[src/rtl/exc_pkg.sv]
package exc_pkg;
   localparam int CAUSE_N   = 7;
   localparam int C_OVF     = 0;
   localparam int C_SYS     = 1;
   localparam int C_ILLEGAL = 2;
   localparam int C_BADMEM  = 3;
   localparam int C_PRIV    = 4;
   localparam int C_SERIAL  = 5;
   localparam int C_TIMER   = 6;

   localparam int SR_MODE  = 0;
   localparam int SR_EPC   = 1;
   localparam int SR_CAUSE = 2;
   localparam int SR_MEA   = 3;
   localparam int SR_MASK  = 4;
   localparam int SR_BASE  = 5;
   localparam int SR_BMASK = 6;
   localparam int SR_IMPL  = 7;

   typedef logic [CAUSE_N-1:0] cause_vec_t;
endpackage

[src/rtl/exc_cause_gate.sv]
module exc_cause_gate
   import exc_pkg::*;
#(
   parameter cause_vec_t MASKABLE = 7'b110_0001
) (
   input  logic       clk,
   input  logic       rst_n,
   input  cause_vec_t raw,
   input  cause_vec_t enable,
   output cause_vec_t taken,
   output logic       take
);
   for (genvar i = 0; i < CAUSE_N; i++) begin : g_bit
      if (MASKABLE[i]) begin : g_gated
         assign taken[i] = raw[i] & enable[i];
      end else begin : g_free
         assign taken[i] = raw[i];
      end
   end

   assign take = |taken;

   // a maskable cause whose enable bit is clear, alone, is never taken
   a_r5_masked_quiet: assert property (@(posedge clk) disable iff (!rst_n)
      ((raw & ~MASKABLE) == '0 && (raw & enable) == '0) |-> !take);

   // any non-maskable cause is always taken
   a_r6_forced_take: assert property (@(posedge clk) disable iff (!rst_n)
      ((raw & ~MASKABLE) != '0) |-> take);
endmodule

[src/rtl/exc_sreg_file.sv]
module exc_sreg_file
   import exc_pkg::*;
#(
   parameter int XLEN   = 32,
   parameter int SPR_AW = 5
) (
   input  logic              clk,
   input  logic              rst_n,
   input  logic              wr_ok,
   input  logic [SPR_AW-1:0] addr,
   input  logic [XLEN-1:0]   wdata,
   input  logic              take,
   input  cause_vec_t        taken,
   input  logic [XLEN-1:0]   instr_pc,
   input  logic [XLEN-1:0]   badmem_addr,
   input  logic              rfi_commit,
   output logic              mode,
   output logic [XLEN-1:0]   epc,
   output cause_vec_t        enable,
   output logic [XLEN-1:0]   rd_mux
);
   cause_vec_t      cause_q;
   logic [XLEN-1:0] mea_q;
   logic [XLEN-1:0] base_q;
   logic [XLEN-1:0] bmask_q;

   always_ff @(posedge clk or negedge rst_n) begin
      if (!rst_n) begin
         mode    <= 1'b1;
         epc     <= '0;
         cause_q <= '0;
         mea_q   <= '0;
         enable  <= '0;
         base_q  <= '0;
         bmask_q <= '0;
      end else if (take) begin
         mode    <= 1'b1;
         epc     <= instr_pc;
         cause_q <= taken;
         if (taken[C_BADMEM]) mea_q <= badmem_addr;
      end else begin
         if (rfi_commit) mode <= 1'b0;
         if (wr_ok) begin
            case (int'(addr))
               SR_MODE:  mode    <= wdata[0];
               SR_EPC:   epc     <= wdata;
               SR_CAUSE: cause_q <= wdata[CAUSE_N-1:0];
               SR_MEA:   mea_q   <= wdata;
               SR_MASK:  enable  <= wdata[CAUSE_N-1:0];
               SR_BASE:  base_q  <= wdata;
               SR_BMASK: bmask_q <= wdata;
               default:  ;
            endcase
         end
      end
   end

   always_comb begin
      case (int'(addr))
         SR_MODE:  rd_mux = XLEN'(mode);
         SR_EPC:   rd_mux = epc;
         SR_CAUSE: rd_mux = XLEN'(cause_q);
         SR_MEA:   rd_mux = mea_q;
         SR_MASK:  rd_mux = XLEN'(enable);
         SR_BASE:  rd_mux = base_q;
         SR_BMASK: rd_mux = bmask_q;
         default:  rd_mux = '0;
      endcase
   end

   // entry forces privileged mode and saves the faulting PC
   a_r3_mode_set: assert property (@(posedge clk) disable iff (!rst_n)
      take |=> mode);
   a_r3_epc_saved: assert property (@(posedge clk) disable iff (!rst_n)
      take |=> epc == $past(instr_pc));
   // bad address captured only with its cause
   a_r4_mea_capture: assert property (@(posedge clk) disable iff (!rst_n)
      (take && taken[C_BADMEM]) |=> mea_q == $past(badmem_addr));
   // recorded causes equal the taken set
   a_r8_cause_set: assert property (@(posedge clk) disable iff (!rst_n)
      take |=> cause_q == $past(taken));
   // a committed return drops to user mode
   a_r9_rfi_user: assert property (@(posedge clk) disable iff (!rst_n)
      (rfi_commit && !take) |=> !mode);
endmodule

[src/rtl/exc_sreg_unit.sv]
module exc_sreg_unit
   import exc_pkg::*;
#(
   parameter int          XLEN        = 32,
   parameter int          SPR_COUNT   = 32,
   parameter logic [31:0] HANDLER_VEC = 32'h0000_0080,
   parameter cause_vec_t  MASKABLE    = 7'b110_0001,
   localparam int         SPR_AW      = $clog2(SPR_COUNT)
) (
   input  logic              clk,
   input  logic              rst_n,
   input  logic              spr_wr_en,
   input  logic              spr_rd_en,
   input  logic [SPR_AW-1:0] spr_addr,
   input  logic [XLEN-1:0]   spr_wdata,
   output logic [XLEN-1:0]   spr_rdata,
   input  logic [XLEN-1:0]   instr_pc,
   input  logic              ev_ovf,
   input  logic              ev_sys,
   input  logic              ev_illegal,
   input  logic              ev_badmem,
   input  logic [XLEN-1:0]   badmem_addr,
   input  logic              irq_serial,
   input  logic              irq_timer,
   input  logic              rfi_req,
   output logic              priv_mode,
   output logic              exc_take,
   output logic              redirect_valid,
   output logic [XLEN-1:0]   redirect_pc
);
   if (SPR_COUNT < SR_IMPL + 1 || (1 << SPR_AW) != SPR_COUNT) begin : g_bad_count
      $error("SPR_COUNT must be a power of two holding all implemented registers");
   end
   if (XLEN < 32) begin : g_bad_xlen
      $error("XLEN must be at least 32");
   end

   logic            mode;
   logic [XLEN-1:0] epc;
   logic [XLEN-1:0] rd_mux;
   cause_vec_t      enable;
   cause_vec_t      raw;
   cause_vec_t      taken;
   logic            take;
   logic            user_trap;
   logic            wr_ok;
   logic            rfi_commit;

   assign user_trap = !mode && (spr_wr_en || spr_rd_en || rfi_req);

   always_comb begin
      raw            = '0;
      raw[C_OVF]     = ev_ovf;
      raw[C_SYS]     = ev_sys;
      raw[C_ILLEGAL] = ev_illegal;
      raw[C_BADMEM]  = ev_badmem;
      raw[C_PRIV]    = user_trap;
      raw[C_SERIAL]  = irq_serial;
      raw[C_TIMER]   = irq_timer;
   end

   exc_cause_gate #(.MASKABLE(MASKABLE)) gate_i (
      .clk    (clk),
      .rst_n  (rst_n),
      .raw    (raw),
      .enable (enable),
      .taken  (taken),
      .take   (take)
   );

   assign wr_ok      = spr_wr_en && mode && !take;
   assign rfi_commit = rfi_req && mode && !take;

   exc_sreg_file #(.XLEN(XLEN), .SPR_AW(SPR_AW)) regs_i (
      .clk         (clk),
      .rst_n       (rst_n),
      .wr_ok       (wr_ok),
      .addr        (spr_addr),
      .wdata       (spr_wdata),
      .take        (take),
      .taken       (taken),
      .instr_pc    (instr_pc),
      .badmem_addr (badmem_addr),
      .rfi_commit  (rfi_commit),
      .mode        (mode),
      .epc         (epc),
      .enable      (enable),
      .rd_mux      (rd_mux)
   );

   assign spr_rdata      = (spr_rd_en && mode) ? rd_mux : '0;
   assign priv_mode      = mode;
   assign exc_take       = take;
   assign redirect_valid = take || rfi_commit;
   assign redirect_pc    = take ? XLEN'(HANDLER_VEC) : epc;

   // user-mode special access always traps
   a_r7_user_trap: assert property (@(posedge clk) disable iff (!rst_n)
      (!priv_mode && (spr_wr_en || spr_rd_en || rfi_req)) |-> exc_take);
   // user-mode access never returns data
   a_r7_no_user_data: assert property (@(posedge clk) disable iff (!rst_n)
      !priv_mode |-> spr_rdata == '0);
   // an exception keeps the machine privileged even with a return present
   a_r11_exc_wins: assert property (@(posedge clk) disable iff (!rst_n)
      (exc_take && rfi_req) |=> priv_mode);
endmodule

[config.mk]
export PLATFORM = sky130hd
export DESIGN_NAME = exc_sreg_unit
export DESIGN_NICKNAME = d
export VERILOG_FILES = /design/src/rtl/exc_pkg.sv /design/src/rtl/exc_cause_gate.sv /design/src/rtl/exc_sreg_file.sv /design/src/rtl/exc_sreg_unit.sv
export SDC_FILE = /design/constraint.sdc
export NUM_CORES = 1
export LEC_CHECK = 0
export ABC_AREA = 1
export BUFFER_PORTS_ARGS = -buffer_cell sky130_fd_sc_hd__buf_2
export CAP_MARGIN = 10
export CORE_MARGIN = 2
export CORE_UTILIZATION = 50
export DETAILED_ROUTE_END_ITERATION = 16
export GPL_TIMING_DRIVEN = 0
export PLACE_DENSITY_LB_ADDON = 0.1
export SLEW_MARGIN = 10
export SYNTH_ARGS = -nofsm -noshare
export SYNTH_HDL_FRONTEND = slang
export SYNTH_SLANG_ARGS = --single-unit
[constraint.sdc]
create_clock -name clk -period 2.7 [get_ports clk]
set_clock_uncertainty 0.05 [all_clocks]
set_input_delay 0.135 -clock clk [delete_from_list [all_inputs] [get_ports clk]]
set_output_delay 0.135 -clock clk [all_outputs]
set_load 0.02 [all_outputs]
# [Word-level counts from Yosys, hierarchy flattened]
# Cells that the tools add are included.
[totals] regBits=143 input_bits=112 word_cells=58 out_inout_bits=67
[op_classes] n_mux=17 bitwise_logic=4 eq_ne=7 reduce_logical=23
[ops] operator="32-bit two-way mux" n=9
[ops] operator="32-bit case mux with 7 select lines" n=1
[ops] operator="7-bit two-way mux" n=3
[ops] operator="5-bit by 3-bit equality test with 1-bit output (second input constant)" n=3
[ops] operator="3-bit AND reduction" n=4
[ops] operator="5-bit by 2-bit equality test with 1-bit output (second input constant)" n=2
[ops] operator="2-bit nonzero test" n=4
[ops] operator="7-bit OR reduction" n=1
[ops] operator="1-bit logical AND" n=6
[ops] operator="5-bit by 1-bit equality test with 1-bit output (second input constant)" n=1
[ops] operator="5-bit zero test" n=1
[ops] operator="1-bit two-way mux" n=4
[ops] operator="2-bit AND reduction" n=2
[ops] operator="1-bit AND" n=3
[ops] operator="1-bit logical OR" n=3
[ops] operator="1-bit zero test" n=2
[ops] operator="2-bit inequality test (second input constant)" n=1
[ops] operator="1-bit NOT" n=1

# [Longest topological paths before layout]
# Gate-level depths: netlist (run 1).
[depth] ltp_word=10 depth_mapped=10 mapped_depth_nobuf=9

# [Cells and area by module]
# From an unflattened synthesis (run 1), not the netlist that was laid out.
[unflattened] hier_cells=1188 area_unflattened_um2=8177.8
[modules_own_cells] module="exc_sreg_file" area_per_inst_um2=7507.2 cells_per_inst=1025 instances=1
[modules_own_cells] module="exc_sreg_unit" area_per_inst_um2=580.6 cells_per_inst=143 instances=1
[modules_own_cells] module="exc_cause_gate" area_per_inst_um2=90.1 cells_per_inst=20 instances=1

# [Worst setup path before layout (run 1)]
# OpenSTA, ideal clock, no wires.
[synth_timing] kind="register to output" start="reg regs_i.mode" end="out redirect_pc[18]" slack_ns=0.771 arrival_time_ns=1.744 required_ns=2.515 n_path_buf=3 path_stages_with_launch=8 cell_sequence="dfstp_2 > inv_1 > nand2_1 > nand2_1 > buf_6 > buf_2 > buf_2 > nor2_1"
[synth_via] elab_chain_len=4
[synth_lines] item="from (decl)" line_no="exc_sreg_file.sv:17" source="output logic mode,"
[synth_lines] item="from (signal assigned)" line_no="exc_sreg_file.sv:45" source="SR_MODE: mode <= wdata[0];"
[synth_lines] item="1-bit zero test" line_no="exc_sreg_unit.sv:49" source="assign user_trap = !mode && (spr_wr_en || spr_rd_en || rfi_req);"
[synth_lines] item="1-bit logical AND" line_no="exc_sreg_unit.sv:49"
[synth_lines] item="7-bit OR reduction" line_no="exc_cause_gate.sv:21" source="assign take = |taken;"
[synth_lines] item="named net exc_take" line_no="exc_sreg_unit.sv:27" source="output logic exc_take,"
[synth_lines] item="32-bit two-way mux" line_no="exc_sreg_unit.sv:95" source="assign redirect_pc = take ? XLEN'(HANDLER_VEC) : epc;"
[synth_lines] item="to (decl)" line_no="exc_sreg_unit.sv:29" source="output logic [XLEN-1:0] redirect_pc"
# The timed path passes the listed nets, and every way through them passes these cells.

# [Final worst setup path (run 1)]
[layout_timing] start="reg regs_i.enable[0]" end="reg regs_i.epc[28]"
[layout_via] elab_chain_len=6 word_cells_on_any_way=8 classes_between="mux (1); bitwise (1); reduce/logical (6)"
[layout_lines] item="from (decl)" line_no="exc_sreg_file.sv:19" source="output cause_vec_t enable,"
[layout_lines] item="from (signal assigned)" line_no="exc_sreg_file.sv:49" source="SR_MASK: enable <= wdata[CAUSE_N-1:0];"
[layout_lines] item="1-bit AND (*)" line_no="exc_cause_gate.sv:15" source="assign taken[i] = raw[i] & enable[i];"
[layout_lines] item="7-bit OR reduction (*)" line_no="exc_cause_gate.sv:21"
[layout_lines] item="1-bit zero test" line_no="exc_sreg_unit.sv:71" source="assign wr_ok = spr_wr_en && mode && !take;"
[layout_lines] item="1-bit logical AND" line_no="exc_sreg_unit.sv:71"
[layout_lines] item="2-bit nonzero test (no source line)"
[layout_lines] item="2-bit AND reduction (no source line)"
[layout_lines] item="to (signal assigned)" line_no="exc_sreg_file.sv:38" source="epc <= instr_pc;"
[layout_lines] item="to (signal assigned)" line_no="exc_sreg_file.sv:46" source="SR_EPC: epc <= wdata;"
[layout_lines] item="to (decl)" line_no="exc_sreg_file.sv:18" source="output logic [XLEN-1:0] epc,"
# Mark *: on every way between the ends. The rest lies on a longest branch, timed or not.
# A chain may end at the register's enable or synchronous reset.

==> impl_metrics.tcl, run 1 <==
set metrics [dict create \
    crit_start "regs_i.enable[0]" \
    grt_pass1_vias 8288 \
    synth-simple-area-share_pct 42.0 \
    routed-via-count 8702 \
    route.detailed.drc 0 \
    dieArea_um2 16400 \
    grt_max_degree 111 \
    irDropWorstVdd_mv 0.470 \
    critPathKind "flip-flop to flip-flop" \
    gp_congestion 0.890 \
    min_period_over_period_pct 95.0 \
    r2r-end "regs_i.epc[28]" \
    setup_viol 0 \
    rr_startpoint "regs_i.enable[0]" \
    ys_seq_area_share_pct 46.5 \
    yosysWarnings 0 \
    hold_depth 5 \
    setup_ws_ns 0.134 \
    syn-cell-area_um2 7700 \
    layout.cells.non_filler 1618 \
    clock_latency_ns 0.44 \
    clk_pin_slew_ns 0.06 \
    dp_worst_setup_slack_ns 0.507 \
    syn_avg_cell_area_um2 6.97 \
    die_h_um 128 \
    crit_fanout 10 \
    holdCritPathClass "primary input to flip-flop" \
    yosys-top-cells-area "dfrtp_1, nand2_1, nand3_1, nor2_1, inv_1" \
    via_per_inst 5.38 \
    crit_end "regs_i.epc[28]" \
    min_from "badmem_addr[1]" \
    antenna_found_initial 0 \
    tritoncts "done" \
    ios 179 \
    power_density_nw_per_um2 536 \
    cts_buffer_depth 2 \
    nNetsFinal 1529 \
    fin_util_pct 70.3 \
    htree_levels 4 \
    fmax_mhz 390 \
    cts-buffers-inserted 17 \
    hold_violations 1 \
    period_minus_slack_ns 2.57 \
    dr.pass1.iters 5 \
    io_buffers 178 \
    cts_root_buf "clkbuf_16" \
    yosysTopAreaCellShare_pct 46.2 \
    arrival_ns 2.89 \
    drive_above_1_share_pct 18.8 \
    drt_iter0_markers 977 \
    grt_pass1_wl_um 43800 \
    placed_cells 1472 \
    syn_nets 1217 \
    synth_area_leader_cell "dfrtp_1" \
    hpwl_um 17900 \
    track_usage_pct 35.1 \
    drv_cap 0 \
    start_util_pct 50.8 \
    fillCellCount 1312 \
    synth_mux_area_share_pct 0 \
    worst_r2r_path_depth 8 \
    clock_sinks 143 \
    synth-xor-area-share_pct 0 \
    n_antenna_cell 0 \
    yosys.area_share.adder_pct 0 \
    violations "hold timing" \
    rsz0062_at_grt "false" \
    routed_wl_um 28200 \
    max_slew_margin_pct 46.7 \
    ys_ff_latch 143 \
    synth_top_family_by_area "simple AND/OR/NAND/NOR gates" \
    rows 45 \
    syn_inst 1105 \
    end_kind "flip-flop" \
    required_ns 3.03 \
    drt.antenna.violating_nets 0 \
    overflow 0 \
    core_area_um2 15100 \
    ys_types 21 \
    startpoint_type "flip-flop" \
    holdWs_ns -0.00548 \
    drv_slew 0 \
    leakage_nw 5.87 \
    wl_per_cell_um 17.4 \
    r2r_slack_ns 0.13 \
    synth-compound-area-share_pct 4.28 \
    areaGrowthSynthToFinish_pct 38.4 \
    status "complete, but fails checks" \
    worst_pin_slew_ns 0.799 \
    die_w_um 128 \
]
## registers in the layout, summed over array words and instances (netlist names)
name and flops:
regs_i.bmask_q 32, regs_i.cause_q 7, regs_i.enable 7, regs_i.mea_q 32
regs_i.mode 1, regs_i.epc 32, regs_i.base_q 32
## per-stage QoR
stage,cell area [µm²],total power (W),setup TNS (ns)
after floorplan,7700,0.00272,0
after global placement,8820,0.00300,-96.53
after detailed placement,8860,0.00302,0
after CTS,10600,0.00568,0
after global routing,10700,0.00589,0
final,10700,0.00571,0
## report_power, final
part           total, W  switching (W)  internal (W)
sequential      0.00238      0.0000850       0.00229
combinational  0.000761       0.000437      0.000324
clock           0.00257       0.000933       0.00164
## timing repair
item,CTS,global route
hold buffers,112,0
endpoints found under the setup margin,0,16
endpoints found under the hold margin,277,0
buffers inserted,0,2
resized for setup,0,6
## per-layer routing
layer	track usage, %	wire length [µm]	up-vias
met5	0	0	-
met4	12.3	618	0
li1	-	-	4128
met2	54.5	12900	418
met3	7.10	2500	60
met1	49.4	12200	4096
## cell type report
class	count	area [µm²]	share of cell area, %
multi-input cells	843	3570	33.5
clock buffers	22	484	4.54
inverters	50	191	1.80
plain buffers	69	373	3.50
clock inverters	10	158	1.48
well taps	188	235	2.21
repair buffers	293	2060	19.4
flip-flops and latches	143	3580	33.6
## worst min path at each step
| stage | end | slack [ns] |
|---|---|---|
| final | regs_i.mea_q[1] | -0.005 |
| after global routing | regs_i.mea_q[31] | 0.03 |
| after CTS | regs_i.mea_q[1] | 0.001 |
| after detailed placement | regs_i.epc[8] | -0.03 |
| after global placement | regs_i.epc[18] | 0.31 |
| after floorplan | regs_i.base_q[0] | -0.21 |
## cell usage in the layout (no fill, tap or decap), types with 2 or more instances in the layout
master	instances
o211ai_1	17
clkinv_4	2
inv_1	45
nand2_2	5
buf_6	9
bufinv_16	4
buf_1	5
clkinv_2	4
clkbuf_1	23
dlygate4sd3_1	112
clkinv_1	2
dfrtp_1	142
clkbuf_16	17
nor2_4	4
nand3_1	193
nor2_1	73
buf_4	3
buf_2	207
nand2_1	509
clkbuf_8	4
a21oi_1	32
inv_2	2
o21ai_0	7
## worst max-delay path: stages, from the launching register on
cell           delay [ns]
dfrtp_1              0.41
nand2_1              0.11
nand3_1              0.12
nor2_4               0.20
buf_4                0.17
buf_1                0.49
nand3_1              0.18
o211ai_1             0.20
dlygate4sd3_1        0.56
## Yosys cell counts, drive strengths merged
cell type	n
nand2	514
nand3	193
dfrtp	142
nor2	78
inv	47
buf	46
a21oi	32
clkbuf	23
o211ai	17
o21ai	7
clkinv	3
a31oi	1
dfstp	1
or2	1
## logic make-up after synthesis
kind of cell	after synthesis
buffers and inverters	119
and+or+nand+nor	786
AOI/OAI and AO/OA	57
DFF	143
Power figures use the tool's default switching activity.
==> inputs of run 2 (changes only) <==
==> constraint.sdc (replaced) <==
create_clock -name clk -period 2.7 [get_ports clk]
set_clock_uncertainty 0.05 [all_clocks]
set_input_delay 0.54 -clock clk [delete_from_list [all_inputs] [get_ports clk]]
set_output_delay 0.54 -clock clk [all_outputs]
set_load 0.02 [all_outputs]
==> impl_metrics.tcl, run 2 (synthesis gave the netlist of run 1 again) <==
set metrics [dict create \
    final.setup.tns_ns 0 \
    r2r-end "regs_i.mea_q[6]" \
    p_switching_w 0.00142 \
    hold_depth 3 \
    min_to "regs_i.epc[16]" \
    cts_buffer_depth 2 \
    critical_path.top_delay_family "simple AND/OR/NAND/NOR gates" \
    min_period_over_period_pct 97.6 \
    tritoncts "done" \
    r2r_slack_ns 0.48 \
    drt_iter0_markers 986 \
    cpPeakStageDelay_ns 0.42 \
    critPathKind "flip-flop to output port" \
    end_kind "output port" \
    hold_violations 0 \
    fmax_mhz 380 \
    fillCellCount 1443 \
    crit_fanout 10 \
    clock_latency_ns 0.44 \
    core_area_um2 15100 \
    cp_cell_sequence "nand2_2 > nand3_2 > nor2_4 > nand2_2 > buf_6 > buf_2 > nor2_1 > buf_2" \
    worst-path-buf-inv 3 \
    wl_per_cell_um 17.5 \
    irDropWorstVdd_mv 0.457 \
    use_met3_pct 7.01 \
    dr.pass1.iters 7 \
    drv_cap 0 \
    clockPowerShare_pct 46.0 \
    drt.antenna.violating_nets 0 \
    die_h_um 128 \
    holdCritPathClass "primary input to flip-flop" \
    worst_pin_slew_ns 0.790 \
    intPower_w 0.00415 \
    via_per_inst 5.46 \
    io_buffers 178 \
    mostFrequentLayoutCell "nand2_1" \
    htree_levels 4 \
    status "finished clean" \
    dp_worst_setup_slack_ns -0.174 \
    seqCellArea_um2 3580 \
    hpwl_um 17900 \
    p_total_w 0.00558 \
    holdWs_ns 0.267 \
    grt_use_met1_pct 48.4 \
    clk_pin_slew_ns 0.06 \
    gp_congestion 0.890 \
    period_minus_slack_ns 2.63 \
    grt_pass1_vias 7720 \
    grt_pass1_wl_um 41400 \
    route.detailed.drc 0 \
    switching_share_pct 25.5 \
    rows 45 \
    drive_above_1_share_pct 22.2 \
    power_density_nw_per_um2 574 \
    nNetsFinal 1424 \
    track_usage_pct 33.4 \
    grt.busiest_layer "met2" \
    overflow 0 \
    required_ns 2.11 \
    arrival_ns 2.04 \
    power_frac_comb_pct 11.4 \
    drv_slew 0 \
    clock_sinks 143 \
    p_seq_share_pct 42.6 \
    leakage_nw 5.50 \
    areaGrowthSynthToFinish_pct 26.2 \
    final_cell_mix "nand2_1, nand3_1, buf_2" \
    worst_r2r_path_depth 9 \
    grt_max_degree 111 \
    startpoint_type "flip-flop" \
    max_slew_margin_pct 47.3 \
    cts_root_buf "clkbuf_16" \
    routed-via-count 8273 \
    die_w_um 128 \
    multiInputGateArea_um2 3610 \
    start_util_pct 50.8 \
    grt_util_met2_pct 49.8 \
    antenna_found_initial 2 \
    fin_area_um2 9720 \
    cts-buffers-inserted 17 \
    ios 179 \
    setup_ws_ns 0.0656 \
    setup_viol 0 \
    dieArea_um2 16400 \
    postPlaceCellArea_um2 8860 \
    crit_slowest_cell "dfrtp_1" \
    routed_wl_um 26600 \
    min_from "instr_pc[16]" \
    rsz0062_at_grt "true" \
    rr_startpoint "regs_i.enable[0]" \
]
## run 2: layout make-up
type / instances / share of cell area, %
repair buffers: 190 / 10.8
well taps: 188 / 2.42
clock buffers: 22 / 4.98
multi-input cells: 843 / 37.1
diodes: 1 / 0.0258
plain buffers: 67 / 4.25
inverters: 50 / 1.94
clock inverters: 10 / 1.62
flip-flops and latches: 143 / 36.8
## run 2: how the worst max path moves through the flow
stage / from / to / slack (ns) / cells after the start
2_1_floorplan: spr_addr[3] / spr_rdata[23] / 0.33 / 9
3_3_place_gp: rst_n / regs_i.epc[25] / -1.10 / 1
3_5_place_dp: spr_addr[3] / spr_rdata[26] / -0.17 / 11
4_1_cts: spr_addr[3] / spr_rdata[0] / -0.03 / 10
5_1_grt: spr_addr[3] / spr_rdata[6] / -0.06 / 10
6_report: regs_i.enable[0] / redirect_pc[28] / 0.07 / 8
## run 2: power groups by stage
stage	sequential, W	clock [W]	combinational, W
finish	0.00238	0.00257	0.000637
global route	0.00239	0.00265	0.000714
CTS	0.00237	0.00257	0.000625
detailed placement	0.00241	0	0.000611
global placement	0.00241	0	0.000596
floorplan	0.00239	0	0.000330
## run 2: metal layers
| metal | up-vias | share of wire (%) |
|---|---|---|
| met5 | - | 0.038 |
| met4 | 2 | 1.9 |
| met3 | 42 | 8.8 |
| met2 | 434 | 45 |
| met1 | 3873 | 44 |
| li1 | 3922 | - |
## run 2: metrics by stage
stage | util (%) | cells
2_1_floorplan | - | 1105
6_report | 64.1 | 1514
3_5_place_dp | 58.5 | 1472
3_3_place_gp | 58.3 | 1471
4_1_cts | 63.6 | 1510
5_1_grt | 64.1 | 1514
## run 2: what timing repair did
item | CTS | global route
buffers inserted | 6 | 4
hold buffers | 1 | 0
endpoints found under the setup margin | 58 | 64
pin swaps | 2 | 3
hold endpoints to repair | 33 | 0
gates resized for setup | 26 | 33
## run 2: worst register-to-register path: cells and delay by family (launching register included)
family | cells | cell delay (ns)
buffers and inverters | 2 | 0.69
and+or+nand+nor | 7 | 0.99
DFF | 1 | 0.42
==> inputs of run 3 (changes only) <==
- ABC_AREA: 1 -> default
==> impl_metrics.tcl, run 3 <==
set metrics [dict create \
    overflow 0 \
    synth_edf_count 0 \
    die_h_um 123 \
    mostFrequentLayoutCell "buf_2" \
    drt_iter0_markers 578 \
    drt.antenna.violating_nets 0 \
    period_minus_slack_ns 2.77 \
    fmax_mhz 361 \
    status "complete, but fails checks" \
    grt_pass1_vias 6353 \
    syn_avg_cell_area_um2 10.4 \
    grt_max_degree 65 \
    power_density_nw_per_um2 528 \
    nNetsFinal 1023 \
    antenna_found_initial 1 \
    synth.top_cells.by_count "dfrtp_1, nand2_1, a22oi_1, mux2_2, a31oi_1" \
    drive_above_1_share_pct 40.1 \
    dr.pass1.iters 6 \
    syn-cell-area_um2 7140 \
    postPlaceCellArea_um2 8320 \
    ys_types 40 \
    yosysWarnings 0 \
    hpwl_um 15500 \
    required_ns 2.11 \
    p_total_w 0.00500 \
    min_period_over_period_pct 103 \
    leakage_nw 4.47 \
    clock_sinks 143 \
    core_area_um2 13900 \
    arrival_ns 2.18 \
    max_slew_margin_pct 52.6 \
    worst_pin_slew_ns 0.706 \
    die_w_um 123 \
    cts_buffer_depth 2 \
    start_util_pct 51.2 \
    io_buffers 176 \
    tritoncts "done" \
    ios 179 \
    hold_depth 3 \
    critPathKind "flip-flop to output port" \
    clock_latency_ns 0.42 \
    synth_area_leader_cell "dfrtp_1" \
    worst_r2r_path_depth 7 \
    via_per_inst 5.86 \
    fin_area_um2 9470 \
    routed_wl_um 22300 \
    final_cell_mix "buf_2, dfrtp_1, nand2_1" \
    grt_pass1_wl_um 33800 \
    holdCritPathClass "primary input to flip-flop" \
    holdWs_ns 0.272 \
    syn_nets 799 \
    syn_inst 687 \
    synth_flop_cell "dfrtp_1" \
    htree_levels 4 \
    end_kind "output port" \
    startpoint_type "flip-flop" \
    areaGrowthSynthToFinish_pct 32.7 \
    gp_congestion 0.873 \
    yosysTopAreaCellShare_pct 49.8 \
    route.detailed.drc 0 \
    track_usage_pct 29.7 \
    violations "setup timing" \
    cts_root_buf "clkbuf_16" \
    synthArstFlopShare_pct 100 \
    ys_ff_latch 143 \
    routed-via-count 6445 \
    setup_viol 21 \
    drv_slew 0 \
    hold_violations 0 \
    dieArea_um2 15200 \
    clk_pin_slew_ns 0.06 \
    cts-buffers-inserted 17 \
    rsz0062_at_grt "true" \
    ys_seq_area_share_pct 50.2 \
    yosys-top-cells-area "dfrtp_1, mux2_2, a22oi_1, nand2_1, mux2i_1" \
    rows 43 \
    drv_cap 0 \
    yosysMostFrequentCell "dfrtp_1" \
    irDropWorstVdd_mv 0.405 \
    setup_ws_ns -0.0693 \
    wl_per_cell_um 20.3 \
    crit_fanout 10 \
]
run 3: cell count changes after synthesis, moves of 32 or more:
cell,before,now
nand3_1,193,2
a31oi_1,1,42
mux2i_1,0,36
and2_1,0,32
a22oi_1,0,70
nand2_1,510,101
inv_1,45,4
nor2_1,73,38
mux2_2,0,70
run 3: report_power, final:
group / total (W) / internal, W / switching [W]
clock network: 0.00201 / 0.00118 / 0.000825
registers: 0.00238 / 0.00229 / 0.0000924
logic: 0.000609 / 0.000272 / 0.000338
total: 0.00500 / 0.00375 / 0.00126
run 3: repair_timing:
item                                    4_1_cts  5_1_grt
hold buffers                                  1        0
setup buffers                                 8       19
endpoints found under the hold margin        27        0
resized for setup                            73       62
gates cloned                                  0        2
endpoints found under the setup margin       66       72
pin swaps                                     2       10
run 3: area by class of cell:
| type | count | area, µm² |
|---|---|---|
| tap | 180 | 225 |
| sequential | 143 | 3580 |
| antenna | 1 | 2.50 |
| multi-input combinational | 481 | 3350 |
| clock buffer | 23 | 468 |
| timing repair buffer | 208 | 1360 |
| clock inverter | 3 | 15.0 |
| buffer | 55 | 454 |
| inverter | 5 | 18.8 |
| fill | 1109 | 4460 |
run 3: final timing paths:
| kind | start | endpoint | slack (ns) |
|---|---|---|---|
| min in group asynchronous | rst_n | regs_i.epc[8] | 0.51 |
| setup / recovery | regs_i.enable[5] | redirect_pc[17] | -0.07 |
| setup reg to reg | regs_i.mode | regs_i.bmask_q[26] | 0.11 |
| hold / removal | instr_pc[0] | regs_i.epc[0] | 0.27 |
| max in group asynchronous | rst_n | regs_i.bmask_q[23] | 1.17 |
| hold reg to reg | regs_i.base_q[6] | regs_i.base_q[6] | 0.45 |
run 3: cell families after synthesis:
group | count (synthesis) | synth area share, %
AND/OR/NAND/NOR | 190 | 12.3
AO/OA/AOI/OAI | 182 | 16.4
flip-flops | 143 | 50.2
multiplexers | 109 | 16.6
buffers and inverters | 63 | 4.47
run 3: worst max-delay path, cell delays in order (launching register included):
cell       delay [ns]
dfrtp_1          0.39
a222oi_1         0.33
buf_4            0.18
o211a_1          0.18
buf_6            0.15
buf_8            0.11
clkbuf_16        0.14
and2_1           0.14
buf_6            0.12
run 3: routing by layer:
layer / wire length, µm / track usage, %
met5: 0 / 0
met4: 440 / 10.4
met3: 1440 / 6.46
met2: 10600 / 46.5
met1: 9810 / 41.0
run 3: through the flow:
step	setup TNS (ns)	cells	worst slack [ns]	util, %
final	-0.804	1099	-0.0693	68.0
after global routing	-4.55	1098	-0.185	68.0
after CTS	-0.311	1077	-0.0332	65.2
after detailed placement	-25.53	1045	-0.625	59.7
after global placement	-158.47	1043	-0.962	59.2
after floorplan	0	687	0.0115	-
